--- src/rtl/irq_agg_pkg.sv ---
package irq_agg_pkg;
    localparam int unsigned REG_AW = 4;
    localparam int unsigned OFS_W  = 3;

    localparam logic [OFS_W-1:0] OFS_MASK  = 3'd0;
    localparam logic [OFS_W-1:0] OFS_FORCE = 3'd1;
    localparam logic [OFS_W-1:0] OFS_CLEAR = 3'd2;
    localparam logic [OFS_W-1:0] OFS_STYLE = 3'd3;
    localparam logic [OFS_W-1:0] OFS_RAW   = 3'd4;
    localparam logic [OFS_W-1:0] OFS_MSKD  = 3'd5;

    typedef enum logic [1:0] {
        IRQ_QUIET = 2'd0,
        IRQ_LEVEL = 2'd1,
        IRQ_PULSE = 2'd2,
        IRQ_HOLD  = 2'd3
    } irq_state_e;
endpackage

--- src/rtl/irq_status_bank.sv ---
module irq_status_bank #(
    parameter int unsigned N = 9
) (
    input  logic         clk,
    input  logic         rst_n,
    input  logic [N-1:0] evt,
    input  logic [N-1:0] set_sw,
    input  logic [N-1:0] clr_sw,
    output logic [N-1:0] raw_o
);
    logic [N-1:0] raw_q;

    // Each bit is sticky; a set (event or force) overrides a clear.
    for (genvar b = 0; b < N; b++) begin : g_bit
        always_ff @(posedge clk or negedge rst_n) begin
            if (!rst_n) begin
                raw_q[b] <= 1'b0;
            end else if (evt[b] || set_sw[b]) begin
                raw_q[b] <= 1'b1;
            end else if (clr_sw[b]) begin
                raw_q[b] <= 1'b0;
            end
        end
    end

    assign raw_o = raw_q;
endmodule

--- src/rtl/irq_out_fsm.sv ---
module irq_out_fsm
    import irq_agg_pkg::*;
#(
    parameter int unsigned N = 9
) (
    input  logic         clk,
    input  logic         rst_n,
    input  logic [N-1:0] masked,
    input  logic         pulse_style,
    output logic         irq_o
);
    irq_state_e   state_q, state_d;
    logic [N-1:0] prev_q;
    logic         any_set, any_new;

    assign any_set = |masked;
    assign any_new = |(masked & ~prev_q);

    always_ff @(posedge clk or negedge rst_n) begin
        if (!rst_n) begin
            state_q <= IRQ_QUIET;
            prev_q  <= '0;
        end else begin
            state_q <= state_d;
            prev_q  <= masked;
        end
    end

    always_comb begin
        state_d = state_q;
        unique case (state_q)
            IRQ_QUIET, IRQ_LEVEL: begin
                if (!pulse_style)  state_d = any_set ? IRQ_LEVEL : IRQ_QUIET;
                else if (any_new)  state_d = IRQ_PULSE;
                else if (any_set)  state_d = IRQ_HOLD;
                else               state_d = IRQ_QUIET;
            end
            IRQ_PULSE, IRQ_HOLD: begin
                if (!pulse_style)  state_d = any_set ? IRQ_LEVEL : IRQ_QUIET;
                else if (any_new)  state_d = IRQ_PULSE;
                else if (any_set)  state_d = IRQ_HOLD;
                else               state_d = IRQ_QUIET;
            end
            default:               state_d = IRQ_QUIET;
        endcase
    end

    always_comb begin
        irq_o = (state_q == IRQ_LEVEL) || (state_q == IRQ_PULSE);
    end
endmodule

--- src/rtl/irq_target.sv ---
module irq_target
    import irq_agg_pkg::*;
#(
    parameter int unsigned N  = 9,
    parameter int unsigned DW = 16
) (
    input  logic             clk,
    input  logic             rst_n,
    input  logic [N-1:0]     evt,
    input  logic             sel,
    input  logic             wr,
    input  logic [OFS_W-1:0] ofs,
    input  logic [DW-1:0]    wdata,
    output logic [DW-1:0]    rdata,
    output logic [N-1:0]     raw_o,
    output logic [N-1:0]     msk_o,
    output logic             style_o,
    output logic             irq_o
);
    logic [N-1:0] mask_q;
    logic         style_q;
    logic [N-1:0] set_sw, clr_sw, raw, masked;
    logic         wr_hit;

    assign wr_hit = sel && wr;
    assign set_sw = (wr_hit && ofs == OFS_FORCE) ? wdata[N-1:0] : '0;
    assign clr_sw = (wr_hit && ofs == OFS_CLEAR) ? wdata[N-1:0] : '0;

    always_ff @(posedge clk or negedge rst_n) begin
        if (!rst_n) begin
            mask_q  <= '0;
            style_q <= 1'b0;
        end else if (wr_hit) begin
            if (ofs == OFS_MASK)  mask_q  <= wdata[N-1:0];
            if (ofs == OFS_STYLE) style_q <= wdata[0];
        end
    end

    irq_status_bank #(.N(N)) u_bank (
        .clk    (clk),
        .rst_n  (rst_n),
        .evt    (evt),
        .set_sw (set_sw),
        .clr_sw (clr_sw),
        .raw_o  (raw)
    );

    assign masked = raw & mask_q;

    irq_out_fsm #(.N(N)) u_fsm (
        .clk         (clk),
        .rst_n       (rst_n),
        .masked      (masked),
        .pulse_style (style_q),
        .irq_o       (irq_o)
    );

    always_comb begin
        case (ofs)
            OFS_MASK:  rdata = DW'(mask_q);
            OFS_STYLE: rdata = DW'(style_q);
            OFS_RAW:   rdata = DW'(raw);
            OFS_MSKD:  rdata = DW'(masked);
            default:   rdata = '0;
        endcase
    end

    if (N < DW) begin : g_pad
        logic unused_hi;
        assign unused_hi = ^wdata[DW-1:N];
    end

    assign raw_o   = raw;
    assign msk_o   = masked;
    assign style_o = style_q;
endmodule

--- src/rtl/irq_aggregator.sv ---
module irq_aggregator
    import irq_agg_pkg::*;
#(
    parameter int unsigned LCL_N = 9,
    parameter int unsigned HST_N = 5,
    parameter int unsigned DW    = 16
) (
    input  logic              clk,
    input  logic              rst_n,
    input  logic [LCL_N-1:0]  lcl_evt_i,
    input  logic [HST_N-1:0]  hst_evt_i,
    input  logic              reg_wr_i,
    input  logic [REG_AW-1:0] reg_addr_i,
    input  logic [DW-1:0]     reg_wdata_i,
    output logic [DW-1:0]     reg_rdata_o,
    output logic              lcl_irq_o,
    output logic              hst_irq_o
);
    localparam int unsigned TSEL = REG_AW - 1;

    logic [DW-1:0]    lcl_rd, hst_rd;
    logic [LCL_N-1:0] lcl_raw, lcl_msk;
    logic [HST_N-1:0] hst_raw, hst_msk;
    logic             lcl_style, hst_style;
    logic [OFS_W-1:0] ofs;

    assign ofs = reg_addr_i[OFS_W-1:0];

    irq_target #(.N(LCL_N), .DW(DW)) u_lcl (
        .clk     (clk),
        .rst_n   (rst_n),
        .evt     (lcl_evt_i),
        .sel     (!reg_addr_i[TSEL]),
        .wr      (reg_wr_i),
        .ofs     (ofs),
        .wdata   (reg_wdata_i),
        .rdata   (lcl_rd),
        .raw_o   (lcl_raw),
        .msk_o   (lcl_msk),
        .style_o (lcl_style),
        .irq_o   (lcl_irq_o)
    );

    irq_target #(.N(HST_N), .DW(DW)) u_hst (
        .clk     (clk),
        .rst_n   (rst_n),
        .evt     (hst_evt_i),
        .sel     (reg_addr_i[TSEL]),
        .wr      (reg_wr_i),
        .ofs     (ofs),
        .wdata   (reg_wdata_i),
        .rdata   (hst_rd),
        .raw_o   (hst_raw),
        .msk_o   (hst_msk),
        .style_o (hst_style),
        .irq_o   (hst_irq_o)
    );

    assign reg_rdata_o = reg_addr_i[TSEL] ? hst_rd : lcl_rd;
endmodule

--- config.mk ---
export PLATFORM = sky130hd
export DESIGN_NAME = irq_aggregator
export DESIGN_NICKNAME = d
export VERILOG_FILES = /design/src/rtl/irq_agg_pkg.sv /design/src/rtl/irq_status_bank.sv /design/src/rtl/irq_out_fsm.sv /design/src/rtl/irq_target.sv /design/src/rtl/irq_aggregator.sv
export SDC_FILE = /design/constraint.sdc
export NUM_CORES = 1
export LEC_CHECK = 0
export CELL_PAD_IN_SITES_DETAIL_PLACEMENT = 1
export CELL_PAD_IN_SITES_GLOBAL_PLACEMENT = 2
export CORE_UTILIZATION = 28
export CTS_CLUSTER_DIAMETER = 50
export DETAILED_ROUTE_END_ITERATION = 12
export HOLD_SLACK_MARGIN = 0.02
export PLACE_DENSITY = 0.81
export SYNTH_ARGS = -nofsm -noshare
export SYNTH_HDL_FRONTEND = slang
export SYNTH_SLANG_ARGS = --single-unit
--- constraint.sdc ---
create_clock -name clk -period 1.3 [get_ports clk]
set_input_delay 0.26 -clock clk [delete_from_list [all_inputs] [get_ports clk]]
set_output_delay 0.26 -clock clk [all_outputs]
set_load 0.02 [all_outputs]
### Word level (Yosys, flattened, before mapping)

Cells that the tools add are included.

* register bits after elaboration: 48
* input bits: 37
* word-level logic and storage cells: 134

* eq/ne operators: 11
* multiplexer cells: 45
* bitwise logic cells: 6
* reductions and logical operators: 50

Operators by type and width (number)
* $pmux W9 S4: 1
* $mux W1: 30
* $reduce_bool A2 Y1: 14
* $pmux W5 S4: 1
* $and A9 B9 Y9: 2
* $mux W9: 2
* $reduce_or A9 Y1: 2
* $logic_or A1 B1 Y1: 16
* $mux W16: 1
* $mux W2: 8
* $and A5 B5 Y5: 2
* $mux W5: 2
* $reduce_or A5 Y1: 2
* $not A9 Y9: 1
* $eq A2 B2 Y1 const B: 4
* $reduce_and A2 Y1: 4
* $reduce_or A4 Y1: 2
* $eq A3 B2 Y1 const B: 2
* $eq A3 B3 Y1 const B: 2
* $logic_and A1 B1 Y1: 6
* $not A5 Y5: 1
* $eq A2 B1 Y1 const B: 2
* $logic_not A2 Y1: 2
* $eq A3 B1 Y1 const B: 1
* other kinds (2): 2

### Depth between registers and ports, before layout

Gate-level depths: netlist of run 1.

* depth after elaboration: 6
* mapped depth: 6
* depth with buffers taken out: 5

### Cells and area by module

From an unflattened synthesis of run 1, not the netlist that was laid out.

* cells, all modules: 286
* area, all modules: 2926.6 µm²

By module, submodules not included
* irq_target at u_lcl: times used 1, cells each 94, area each 863.3 µm², sequential area each 250.2 µm²
* irq_target at u_hst: times used 1, cells each 68, area each 611.8 µm², sequential area each 150.1 µm²
* irq_out_fsm at u_lcl.u_fsm: times used 1, cells each 30, area each 405.4 µm², sequential area each 275.3 µm²
* irq_status_bank at u_lcl.u_bank: times used 1, cells each 36, area each 337.8 µm², sequential area each 225.2 µm²
* irq_out_fsm at u_hst.u_fsm: times used 1, cells each 19, area each 271.5 µm², sequential area each 175.2 µm²
* irq_aggregator: times used 1, cells each 19, area each 249.0 µm², sequential area each 0.0 µm²
* irq_status_bank at u_hst.u_bank: times used 1, cells each 20, area each 187.7 µm², sequential area each 125.1 µm²

### Worst setup path before layout of run 1

Ideal clock, no wire load.

* path type: input-to-output
* start point: in reg_addr_i[2]
* end point: out reg_rdata_o[0]
* data arrival time: 1.369 ns
* required time: 1.040 ns
* slack: -0.329 ns
* stages: 5
* path buffers: 1
* path through: buf_2 -> nor2_1 -> a32oi_1 -> o21ai_0 -> a21boi_0

* cells in the longest elaborated chain, start to end: 3

RTL lines
* start: declaration: RTL line irq_aggregator.sv:13 `input logic [REG_AW-1:0] reg_addr_i,`
* $eq A3 B3 Y1 (tied with other cells): RTL line irq_target.sv:59 `case (ofs)`
* $pmux W9 S4 or $pmux W5 S4 (tied branches): RTL line irq_target.sv:59
* $mux W16 *: RTL line irq_aggregator.sv:59 `assign reg_rdata_o = reg_addr_i[TSEL] ? hst_rd : lcl_rd;`
* end: declaration: RTL line irq_aggregator.sv:15 `output logic [DW-1:0] reg_rdata_o,`

Every way passes the cells marked *; elsewhere a longest branch is shown, timed or not.

### Worst setup path in the final report of run 1

* start point: reg u_hst.mask_q[0]
* end point: out reg_rdata_o[0]

* cells in the longest elaborated chain, start to end: 3

RTL lines
* start: declaration: RTL line irq_target.sv:20 `logic [N-1:0] mask_q;`
* start signal: assignment: RTL line irq_target.sv:34 `if (ofs == OFS_MASK) mask_q <= wdata[N-1:0];`
* $and A5 B5 Y5: RTL line irq_target.sv:48 `assign masked = raw & mask_q;`
* $pmux W5 S4 *: RTL line irq_target.sv:59
* $mux W16 *: RTL line irq_aggregator.sv:59

Marks and branches as above.

==> reports/results.tsv, run 1 <==
stage	metric	value	unit
logic_synthesis	Synth area leaders	dfrtp_1 (52%), mux2_2 (7.8%), a221o_1 (6.1%)	
detailed_routing	initial drt markers	63	
timing	final setup vio count	20	
floorplan	total die area	8620	sq um
logic_synthesis	warnings from Yosys	0	
place	Port Buffers	40	
logic_synthesis	area leader, netlist	dfrtp_1	
timing	RSZ-0062 raised after global routing	yes	
logic_synthesis	Yosys top cell area share	52.0	%
logic_synthesis	multiplexer area fraction after synthesis	7.80	%
cts	cts bufs inserted	5	
logic_synthesis	EDFF count, synth	0	
detailed_routing	drt drc	0	
cells_and_area	Non-Filler Instances	426	
grt	vias in the first global route	2291	
logic_synthesis	Post-Synth Simple-Gate Area	16.4	%
logic_synthesis	fraction of the mapped netlist area in compound gates	17.6	%
setup_path	startpoint type of the worst setup path	register	
cts	clk sink count	48	
power	VDD IR max	0.590	mV
logic_synthesis	largest family of logic cells by synthesized area	compound AO/OA/AOI/OAI gates	
logic_synthesis	Post-Syn Area	2310	sq um
power	Lkg Pwr	0.00167	uW
hold_path	Hold Path Class	primary input to async pin	
place	hpwl dp	4890	um
cts	Worst-Skew Late Latency	0.30	ns
timing	Tcrit/Tclk final	128	%
cts	clk slew on worst S/H paths	0.09	ns
grt	largest net degree at the start of global routing	49	
detailed_routing	via/cell ratio	5.04	
cells_and_area	ANT cells	0	
setup_path	Arr. time, crit path	1.41	ns
detailed_routing	DR WL/cell	17.8	um
flow_run	max-capacitance violation count	0	
detailed_routing	first drt pass iteration count	4	
place	routability cong.	0.780	
status	outcome	finished, violations left	
setup_path	CP Class	register to output port	
setup_path	CP Capture Type	output port	
floorplan	die height	92.8	um
timing	maximum clock rate	0.599	GHz
logic_synthesis	Post-Syn Instances	214	
logic_synthesis	average cell area after synthesis	10.8	sq um
place	Placed Instances	407	
floorplan	Die Width	92.8	um
grt	GR Util All Layers	18.6	%
logic_synthesis	Synth Register Bits	48	
cts	CTS root buffer	clkbuf_8	
power	Pwr Total	4780	uW
logic_synthesis	Synth top cells by count	dfrtp_1 (48), nand2_1 (28), mux2_2 (16)	
cts	CTS tree	built	
floorplan	Site Rows	32	
logic_synthesis	Post-Synth Adder-Cell Area	0	%
logic_synthesis	post-synthesis xor/xnor area fraction	0.758	%
cts	H-tree depth	2	
logic_synthesis	asr flop ratio synth	100	%
floorplan	io pins	55	
timing	Slew Limit Fails	0	
logic_synthesis	ys flop type	dfrtp_1	
place	Area after DPL	3360	sq um
power	PwrDens	1230	nW/um^2
setup_path	reg2reg path depth	5	
timing	Final min period	1.67	ns
cells_and_area	Final nets	361	
status	violated checks	negative setup slack	
logic_synthesis	post-synth cell types	34	
floorplan	starting density of the core	29.4	%
grt	Overflow after GRT	0	
cells_and_area	area delta synth->final	67.9	%
detailed_routing	total number of vias	2146	
cells_and_area	design area	3880	sq um
setup_path	Crit Path Max Fanout	2	
grt	first-pass GRT wire length	12100	um
grt	initial antenna violation count	0	
timing	final hold violation count	0	
cells_and_area	layout cells sized above 1	48.5	%
logic_synthesis	sequential area share after synthesis	52.0	%
setup_path	critical path required time	1.04	ns
logic_synthesis	most frequent cell after synthesis	dfrtp_1	
detailed_routing	final WL	7600	um
floorplan	CORE AREA	7850	sq um
cells_and_area	fillers	864	
cts	Clock Path Buffers	2	
timing	Setup WS post-layout	-0.370	ns
cells_and_area	final design utilization	49.4	%
detailed_routing	Antenna Nets Post-Route	0	
timing	Post-Route Skew	0.00464	ns
worst max-delay path: stages (launching register included):
cell and delay, ns:
dfrtp_1 0.38, nand2b_4 0.14, a32oi_2 0.22, a2bb2oi_2 0.16, a21boi_2 0.06, buf_4 0.15
cell type report:
class	count	area, sq um	area share (%)
Clock buffer	5	68.8	1.77
Clock inverter	2	60.1	1.55
Inverter	12	45.0	1.16
Multi-Input combinational cell	147	1340	34.5
Sequential cell	48	1200	31.0
Tap cell	102	128	3.29
Timing Repair Buffer	110	1040	26.7
per-layer routing:
| layer | wire length, um | part of all wire, % | GRT usage (%) | vias up |
|---|---|---|---|---|
| met4 | 132 | 1.7 | 5.77 | 0 |
| met1 | 3240 | 43 | 24.1 | 1092 |
| met2 | 4020 | 53 | 31.9 | 54 |
| met3 | 206 | 2.7 | 2.46 | 12 |
| li1 | - | - | - | 988 |
| met5 | 0 | 0 | 0 | - |
final timing paths:
kind	from	end	slack [ns]
max	u_hst.mask_q[0]$_DFFE_PN0P_	reg_rdata_o[0]	-0.37
max reg2reg	u_lcl.u_bank.raw_o[2]$_DFFE_PN0P_	u_lcl.u_fsm.state_q[0]$_DFF_PN0_	-0.23
min in group clk	lcl_evt_i[7]	u_lcl.u_bank.raw_o[7]$_DFFE_PN0P_	0.53
max in group asynchronous	rst_n	u_lcl.mask_q[0]$_DFFE_PN0P_	0.61
min reg2reg	u_hst.mask_q[3]$_DFFE_PN0P_	u_hst.mask_q[3]$_DFFE_PN0P_	0.62
min	rst_n	u_hst.u_bank.raw_o[3]$_DFFE_PN0P_	0.47
flip-flops by register name, indices dropped and copies added (netlist names):
name / cells
u_lcl.mask_q: 9
u_hst.u_bank.raw_o: 5
u_lcl.u_fsm.prev_q: 9
u_hst.u_fsm.prev_q: 5
u_hst.style_o: 1
u_lcl.u_bank.raw_o: 9
u_hst.u_fsm.state_q: 2
u_hst.mask_q: 5
u_lcl.style_o: 1
u_lcl.u_fsm.state_q: 2
layout by cell type, fill, tap and decap left out, drive strengths merged, types with 7 or more instances in the layout:
cell	instances
a221o	14
a32oi	11
buf	84
clkdlybuf4s50	23
conb	7
dfrtp	48
inv	12
mux2	16
nand2	28
nand2b	12
nor2	10
o22ai	10
where the power goes:
group | internal [uW] | total (uW) | switching, uW
sequential | 1750 | 1890 | 133
combinational | 863 | 1610 | 752
clock | 758 | 1280 | 524
timing repair:
item                                   CTS  global route
endpoints found under the hold margin   48             0
setup buffers                            7             3
cloned                                   1             0
gates resized for setup                110            28
hold buffers                             1             0
setup endpoints to repair               43            34
pin swaps                               22            19
logic make-up (layout without fill, tap and decap cells):
| group | after synthesis | in the layout |
|---|---|---|
| multiplexers | 16 | 16 |
| AO/OA/AOI/OAI | 50 | 50 |
| other | 1 | 7 |
| flip-flops | 48 | 48 |
| buffers and inverters | 25 | 129 |
| AND/OR/NAND/NOR | 72 | 72 |
| XOR/XNOR | 2 | 2 |
through the flow:
stage,hold WS [ns],setup slack (ns),TNS [ns]
after floorplan,-0.0356,-0.0189,-0.0310
after global placement,0.265,-1.17,-31.65
after detailed placement,0.278,-1.20,-32.83
after CTS,0.478,-0.411,-2.98
after global routing,0.501,-0.443,-4.64
final,0.468,-0.370,-3.18
Note: power is estimated with default switching activity, not from simulation.
==> inputs of run 2 (changes only) <==
--- a/config.mk
+++ b/config.mk
@@ -7,6 +7,7 @@
 export LEC_CHECK = 0
 export CELL_PAD_IN_SITES_DETAIL_PLACEMENT = 1
 export CELL_PAD_IN_SITES_GLOBAL_PLACEMENT = 2
+export CORE_MARGIN = 3
 export CORE_UTILIZATION = 28
 export CTS_CLUSTER_DIAMETER = 50
 export DETAILED_ROUTE_END_ITERATION = 12
==> run 2 against run 1 <==
The run still ends with negative setup slack left. Via count rose by 0.65%. Sequential share of layout area about the same. Sequential power about the same. Clock skew rose by 0.0055 ns. Final cell count decreased by 0.23%. Power fell by 2.9%. Core utilization is 0.096 points higher. Design area increased by 0.19%. Sequential cell count is the same. Hold slack worse by 0.070 ns. Combinational power increased by 2%. Setup slack got worse by 0.023 ns. Largest cell class unchanged.
==> reports/results.tsv, run 2 (synthesis results as in run 1) <==
stage	metric	value	unit	change
timing	Setup WS post-layout	-0.392	ns	-0.0227 ns
grt	Overflow after GRT	0		unchanged
floorplan	die height	96.8	um	+4.3%
place	Port Buffers	40		unchanged
floorplan	Die Width	96.8	um	+4.3%
cells_and_area	fillers	858		-0.69%
detailed_routing	first drt pass iteration count	4		unchanged
flow_run	max-capacitance violation count	0		unchanged
status	outcome	finished, violations left		
setup_path	critical path cell sequence	nand2b_1, a32oi_1, a2bb2oi_2, a21boi_2, buf_6		
floorplan	io pins	55		unchanged
cells_and_area	ANT cells	0		unchanged
timing	final hold violation count	0		unchanged
floorplan	Site Rows	32		unchanged
floorplan	starting density of the core	29.4	%	unchanged
setup_path	CP Class	register to output port		
setup_path	critical path's slowest cell	dfrtp_1		
setup_path	Crit Path Max Fanout	2		unchanged
detailed_routing	total number of vias	2160		+0.65%
cells_and_area	final design utilization	49.5	%	+0.096 points
detailed_routing	final WL	8060	um	+6.1%
timing	final setup vio count	15		-25%
timing	Tcrit/Tclk final	130	%	+1.7 points
cells_and_area	Final nets	359		-0.55%
grt	vias in the first global route	2377		+3.8%
hold_path	Hold Path Class	primary input to async pin		
power	Lkg Pwr	0.00164	uW	-1.7%
setup_path	reg2reg start	u_lcl.mask_q[2]$_DFFE_PN0P_		
power	Pwr Total	4640	uW	-2.9%
setup_path	critical path required time	1.04	ns	about the same
cts	Worst-Skew Late Latency	0.30	ns	about the same
cts	clk sink count	48		unchanged
setup_path	worst path buffer plus inverter count	1		unchanged
setup_path	reg2reg path depth	5		unchanged
timing	Final min period	1.69	ns	+0.0227 ns
cells_and_area	design area	3890	sq um	+0.19%
timing	worst hold slack	0.397	ns	-0.0703 ns
timing	RSZ-0062 raised after global routing	yes		
detailed_routing	Antenna Nets Post-Route	0		unchanged
setup_path	Arr. time, crit path	1.43	ns	+0.02 ns
cts	cts bufs inserted	5		unchanged
floorplan	CORE AREA	7850	sq um	unchanged
detailed_routing	via/cell ratio	5.08		+0.89%
grt	initial antenna violation count	0		unchanged
cells_and_area	area delta synth->final	68.3	%	
place	routability cong.	0.799		+2.5%
power	PwrDens	1200	nW/um^2	-3.1%
timing	Post-Route Skew	0.0101	ns	+0.00549 ns
grt	GR Util All Layers	16.4	%	-2.2 points
grt	first-pass GRT wire length	12300	um	+1.7%
detailed_routing	DR WL/cell	19.0	um	+6.3%
setup_path	startpoint type of the worst setup path	register		
setup_path	critical path's largest stage delay	0.38	ns	about the same
cts	H-tree depth	2		unchanged
detailed_routing	drt drc	0		unchanged
floorplan	total die area	9380	sq um	+8.8%
grt	largest net degree at the start of global routing	20		-59%
status	violated checks	negative setup slack		
setup_path	R2R setup slack	-0.28	ns	-0.05 ns
power	VDD IR max	0.521	mV	-12%
setup_path	r2r endpoint	u_lcl.u_fsm.state_q[0]$_DFF_PN0_		
cts	Clock Path Buffers	2		unchanged
cells_and_area	layout cells sized above 1	48.3	%	-0.16 points
timing	Slew Limit Fails	0		unchanged
cts	CTS root buffer	clkbuf_8		
cts	CTS tree	built		
setup_path	CP Capture Type	output port		
place	hpwl dp	5200	um	+6.3%
cells_and_area	most frequent cells in the layout	buf_4 (47), dfrtp_1 (47), buf_6 (24)		
detailed_routing	initial drt markers	89		+41%
timing	maximum clock rate	0.591	GHz	-1.3%
setup_path	crit-path leading delay family	compound AO/OA/AOI/OAI gates		
cts	clk slew on worst S/H paths	0.09	ns	about the same
place	Area after DPL	3360	sq um	-0.15%
==> run 2: metal layers <==
layer  GRT usage [%]  share of wire [%]  vias to the layer above
met3            2.81                3.1                       14
met5               0                  0                        -
li1                -                  -                      982
met1            20.5                 42                     1111
met2            28.9                 54                       53
met4            4.54                1.4                        0
==> run 2: area by class of cell <==
class / count / area [sq um] / share of cell area (%)
multi-input cells: 147 / 1350 / 34.7
clock inverters: 2 / 35.0 / 0.901
inverters: 12 / 45.0 / 1.16
flip-flops and latches: 48 / 1200 / 30.9
well taps: 102 / 128 / 3.28
repair buffers: 108 / 1060 / 27.2
clock buffers: 6 / 72.6 / 1.87
==> run 2: report_power, final <==
group	leakage [uW]	internal, uW	switching, uW
logic	0.00104	874	781
clock network	0.0000552	572	514
registers	0.000538	1760	149
total	0.00164	3200	1440
==> run 2: worst max-delay path by stage <==
| stage | startpoint | to | slack [ns] | cells past startpoint |
|---|---|---|---|---|
| 2_1_floorplan | u_lcl.u_bank.raw_o[2]$_DFFE_PN0P_ | u_lcl.u_fsm.state_q[0]$_DFF_PN0_ | -0.02 | 4 |
| 3_3_place_gp | reg_addr_i[0] | reg_rdata_o[2] | -1.16 | 6 |
| 3_5_place_dp | reg_addr_i[0] | reg_rdata_o[2] | -1.18 | 6 |
| 4_1_cts | u_hst.mask_q[0]$_DFFE_PN0P_ | reg_rdata_o[0] | -0.42 | 5 |
| 5_1_grt | u_hst.mask_q[0]$_DFFE_PN0P_ | reg_rdata_o[0] | -0.50 | 5 |
| 6_report | u_hst.mask_q[0]$_DFFE_PN0P_ | reg_rdata_o[0] | -0.39 | 5 |
==> run 2: repair_timing <==
item                                    4_1_cts  5_1_grt
gates cloned                                  1        0
hold endpoints to repair                     12        0
pin swaps                                    23       18
buffers inserted                              7        7
endpoints found under the setup margin       43       43
hold buffers                                  1        0
resized for setup                           114       31
==> run 2: stage by stage <==
step                      setup TNS, ns  std cells  setup WS (ns)
after global placement           -32.07        403          -1.16
final                             -3.41        425         -0.392
after global routing              -4.75        425         -0.504
after detailed placement         -32.63        403          -1.18
after CTS                         -3.17        420         -0.423
after floorplan                 -0.0310        220        -0.0189
==> inputs of run 3 (changes only) <==
--- a/config.mk
+++ b/config.mk
@@ -7,12 +7,13 @@
 export LEC_CHECK = 0
 export CELL_PAD_IN_SITES_DETAIL_PLACEMENT = 1
 export CELL_PAD_IN_SITES_GLOBAL_PLACEMENT = 2
-export CORE_MARGIN = 3
 export CORE_UTILIZATION = 28
 export CTS_CLUSTER_DIAMETER = 50
+export CTS_CLUSTER_SIZE = 8
 export DETAILED_ROUTE_END_ITERATION = 12
 export HOLD_SLACK_MARGIN = 0.02
 export PLACE_DENSITY = 0.81
+export REMOVE_ABC_BUFFERS = 1
 export SYNTH_ARGS = -nofsm -noshare
 export SYNTH_HDL_FRONTEND = slang
 export SYNTH_SLANG_ARGS = --single-unit
==> run 3 against run 2 <==
The run still ends with negative setup slack left. Sequential cell count unchanged. Non-clock buffer count down 1. Fmax up 1.0%. Clock power down 22%. Via count down 4.4%. Clock skew down 0.0015 ns. Count of clock-buffer cells in the layout unchanged. First-iteration DRC count down 38%. Largest cell class unchanged. Critical path type unchanged.
==> reports/results.tsv, run 3 (synthesis results as in run 1) <==
stage	metric	value	unit	change
detailed_routing	Top Metal Used	met4		
grt	vias in the first global route	2177		-8.4%
detailed_routing	via/cell ratio	4.88		-3.9%
detailed_routing	first drt pass iteration count	4		unchanged
power	VDD IR max	0.404	mV	-22%
cells_and_area	layout cells sized above 1	45.8	%	-2.5 points
timing	Tcrit/Tclk final	129	%	-1.3 points
status	outcome	finished, violations left		
setup_path	crit path from	u_hst.mask_q[0]$_DFFE_PN0P_		
cts	clk slew on worst S/H paths	0.08	ns	about the same
cts	CTS tree	built		
timing	Post-Route Skew	0.00859	ns	-0.00155 ns
hold_path	Hold Path Class	primary input to async pin		
floorplan	io pins	55		unchanged
setup_path	CP Capture Type	output port		
place	Port Buffers	40		unchanged
detailed_routing	metal2 WL	3570	um	-17%
floorplan	total die area	8620	sq um	-8.1%
power	PwrDens	1170	nW/um^2	-2.4%
status	violated checks	negative setup slack		
flow_run	max-capacitance violation count	0		unchanged
setup_path	critical path required time	1.04	ns	about the same
timing	Final min period	1.68	ns	-0.0168 ns
cts	Clock Path Buffers	2		unchanged
timing	Slew Limit Fails	0		unchanged
cts	H-tree depth	2		unchanged
detailed_routing	drt drc	0		unchanged
detailed_routing	Antenna Nets Post-Route	0		unchanged
cts	cts bufs inserted	5		unchanged
cells_and_area	area delta synth->final	58.1	%	
timing	RSZ-0062 raised after global routing	yes		
grt	largest net degree at the start of global routing	49		+150%
setup_path	CP Class	register to output port		
cells_and_area	Non-Filler Instances	423		-0.47%
place	Area after DPL	3210	sq um	-4.3%
detailed_routing	initial drt markers	55		-38%
power	Lkg Pwr	0.00159	uW	-3.0%
cts	clk sink count	48		unchanged
setup_path	reg2reg path depth	5		unchanged
grt	first-pass GRT wire length	10900	um	-11%
timing	worst hold slack	0.478	ns	+0.0804 ns
floorplan	starting density of the core	29.4	%	unchanged
place	pre-CTS WS	-1.14	ns	+0.0401 ns
place	Placed Instances	404		+0.25%
floorplan	Die Width	92.8	um	-4.1%
detailed_routing	met1 wire length	2970	um	-12%
cells_and_area	Final nets	358		-0.28%
setup_path	Arr. time, crit path	1.42	ns	about the same
floorplan	die height	92.8	um	-4.1%
detailed_routing	total number of vias	2065		-4.4%
cells_and_area	ANT cells	0		unchanged
timing	final setup vio count	11		-4
detailed_routing	DR WL/cell	16.3	um	-14%
place	routability cong.	0.745		-6.7%
cts	CTS root buffer	clkbuf_8		
detailed_routing	met3 WL	241	um	-2.4%
setup_path	startpoint type of the worst setup path	register		
cells_and_area	most common cell after layout, fill and taps aside	buf_4		
grt	Overflow after GRT	0		unchanged
setup_path	R2R setup slack	-0.21	ns	+0.07 ns
cts	Worst-Skew Late Latency	0.30	ns	about the same
grt	GR Util All Layers	16.6	%	+0.26 points
place	hpwl dp	4900	um	-5.7%
cells_and_area	most frequent cells in the layout	buf_4 (58), dfrtp_1 (48), nand2_1 (26)		
floorplan	CORE AREA	7850	sq um	unchanged
grt	initial antenna violation count	0		unchanged
floorplan	Site Rows	32		unchanged
setup_path	Crit Path Max Fanout	2		unchanged
cells_and_area	design area	3650	sq um	-6.1%
setup_path	reg2reg start	u_lcl.mask_q[1]$_DFFE_PN0P_		
timing	maximum clock rate	0.597	GHz	+1.0%
setup_path	r2r endpoint	u_lcl.u_fsm.state_q[1]$_DFF_PN0_		
detailed_routing	final WL	6880	um	-15%
timing	Setup WS post-layout	-0.376	ns	+0.0168 ns
timing	final hold violation count	0		unchanged
==> run 3: worst max-delay path by stage <==
stage / to / cells after the start
global route: reg_rdata_o[0] / 5
CTS: reg_rdata_o[0] / 5
global placement: reg_rdata_o[0] / 7
detailed placement: reg_rdata_o[0] / 7
finish: reg_rdata_o[0] / 5
floorplan: reg_rdata_o[0] / 4
==> run 3: power by group <==
| part | total, uW | internal, uW | switching [uW] |
|---|---|---|---|
| Sequential | 1890 | 1750 | 136 |
| Clock | 847 | 367 | 480 |
| Combinational | 1520 | 844 | 678 |
| Total | 4260 | 2970 | 1290 |
==> run 3: stage by stage <==
stage / TNS, ns / power [uW] / util [%]
CTS: -5.45 / 4210 / 44.5
detailed placement: -31.55 / 3230 / 41.0
global route: -3.53 / 4500 / 46.5
floorplan: -1.90 / 2490 / -
finish: -2.80 / 4260 / 46.5
global placement: -27.98 / 3170 / 41.0
==> run 3: area by class of cell <==
| cell class | count | area [sq um] |
|---|---|---|
| clock buffer | 6 | 72.6 |
| clock inverter | 1 | 5.00 |
| fill | 867 | 4200 |
| inverter | 12 | 45.0 |
| multi-input combinational | 147 | 1250 |
| sequential | 48 | 1200 |
| tap | 102 | 128 |
| timing repair buffer | 107 | 946 |
==> run 3: timing repair <==
item / CTS / global route
pin swaps: 14 / 14
hold endpoints to repair: 48 / 0
buffers inserted: 4 / 8
cloned: 0 / 0
gates resized for setup: 106 / 32
endpoints found under the setup margin: 43 / 41
hold buffers: 1 / 0
==> run 3: layer usage <==
metal  vias up  track usage (%)
li1        981                -
met1      1035             21.2
met2        40             28.6
met3         9             3.61
met4         0             3.97
met5         -                0
==> run 3: worst max-delay path, stage by stage (launching register included) <==
cell and delay (ns):
dfrtp_1 0.38, nand2b_4 0.14, a32oi_2 0.22, a2bb2oi_2 0.16, a21boi_2 0.07, buf_4 0.15
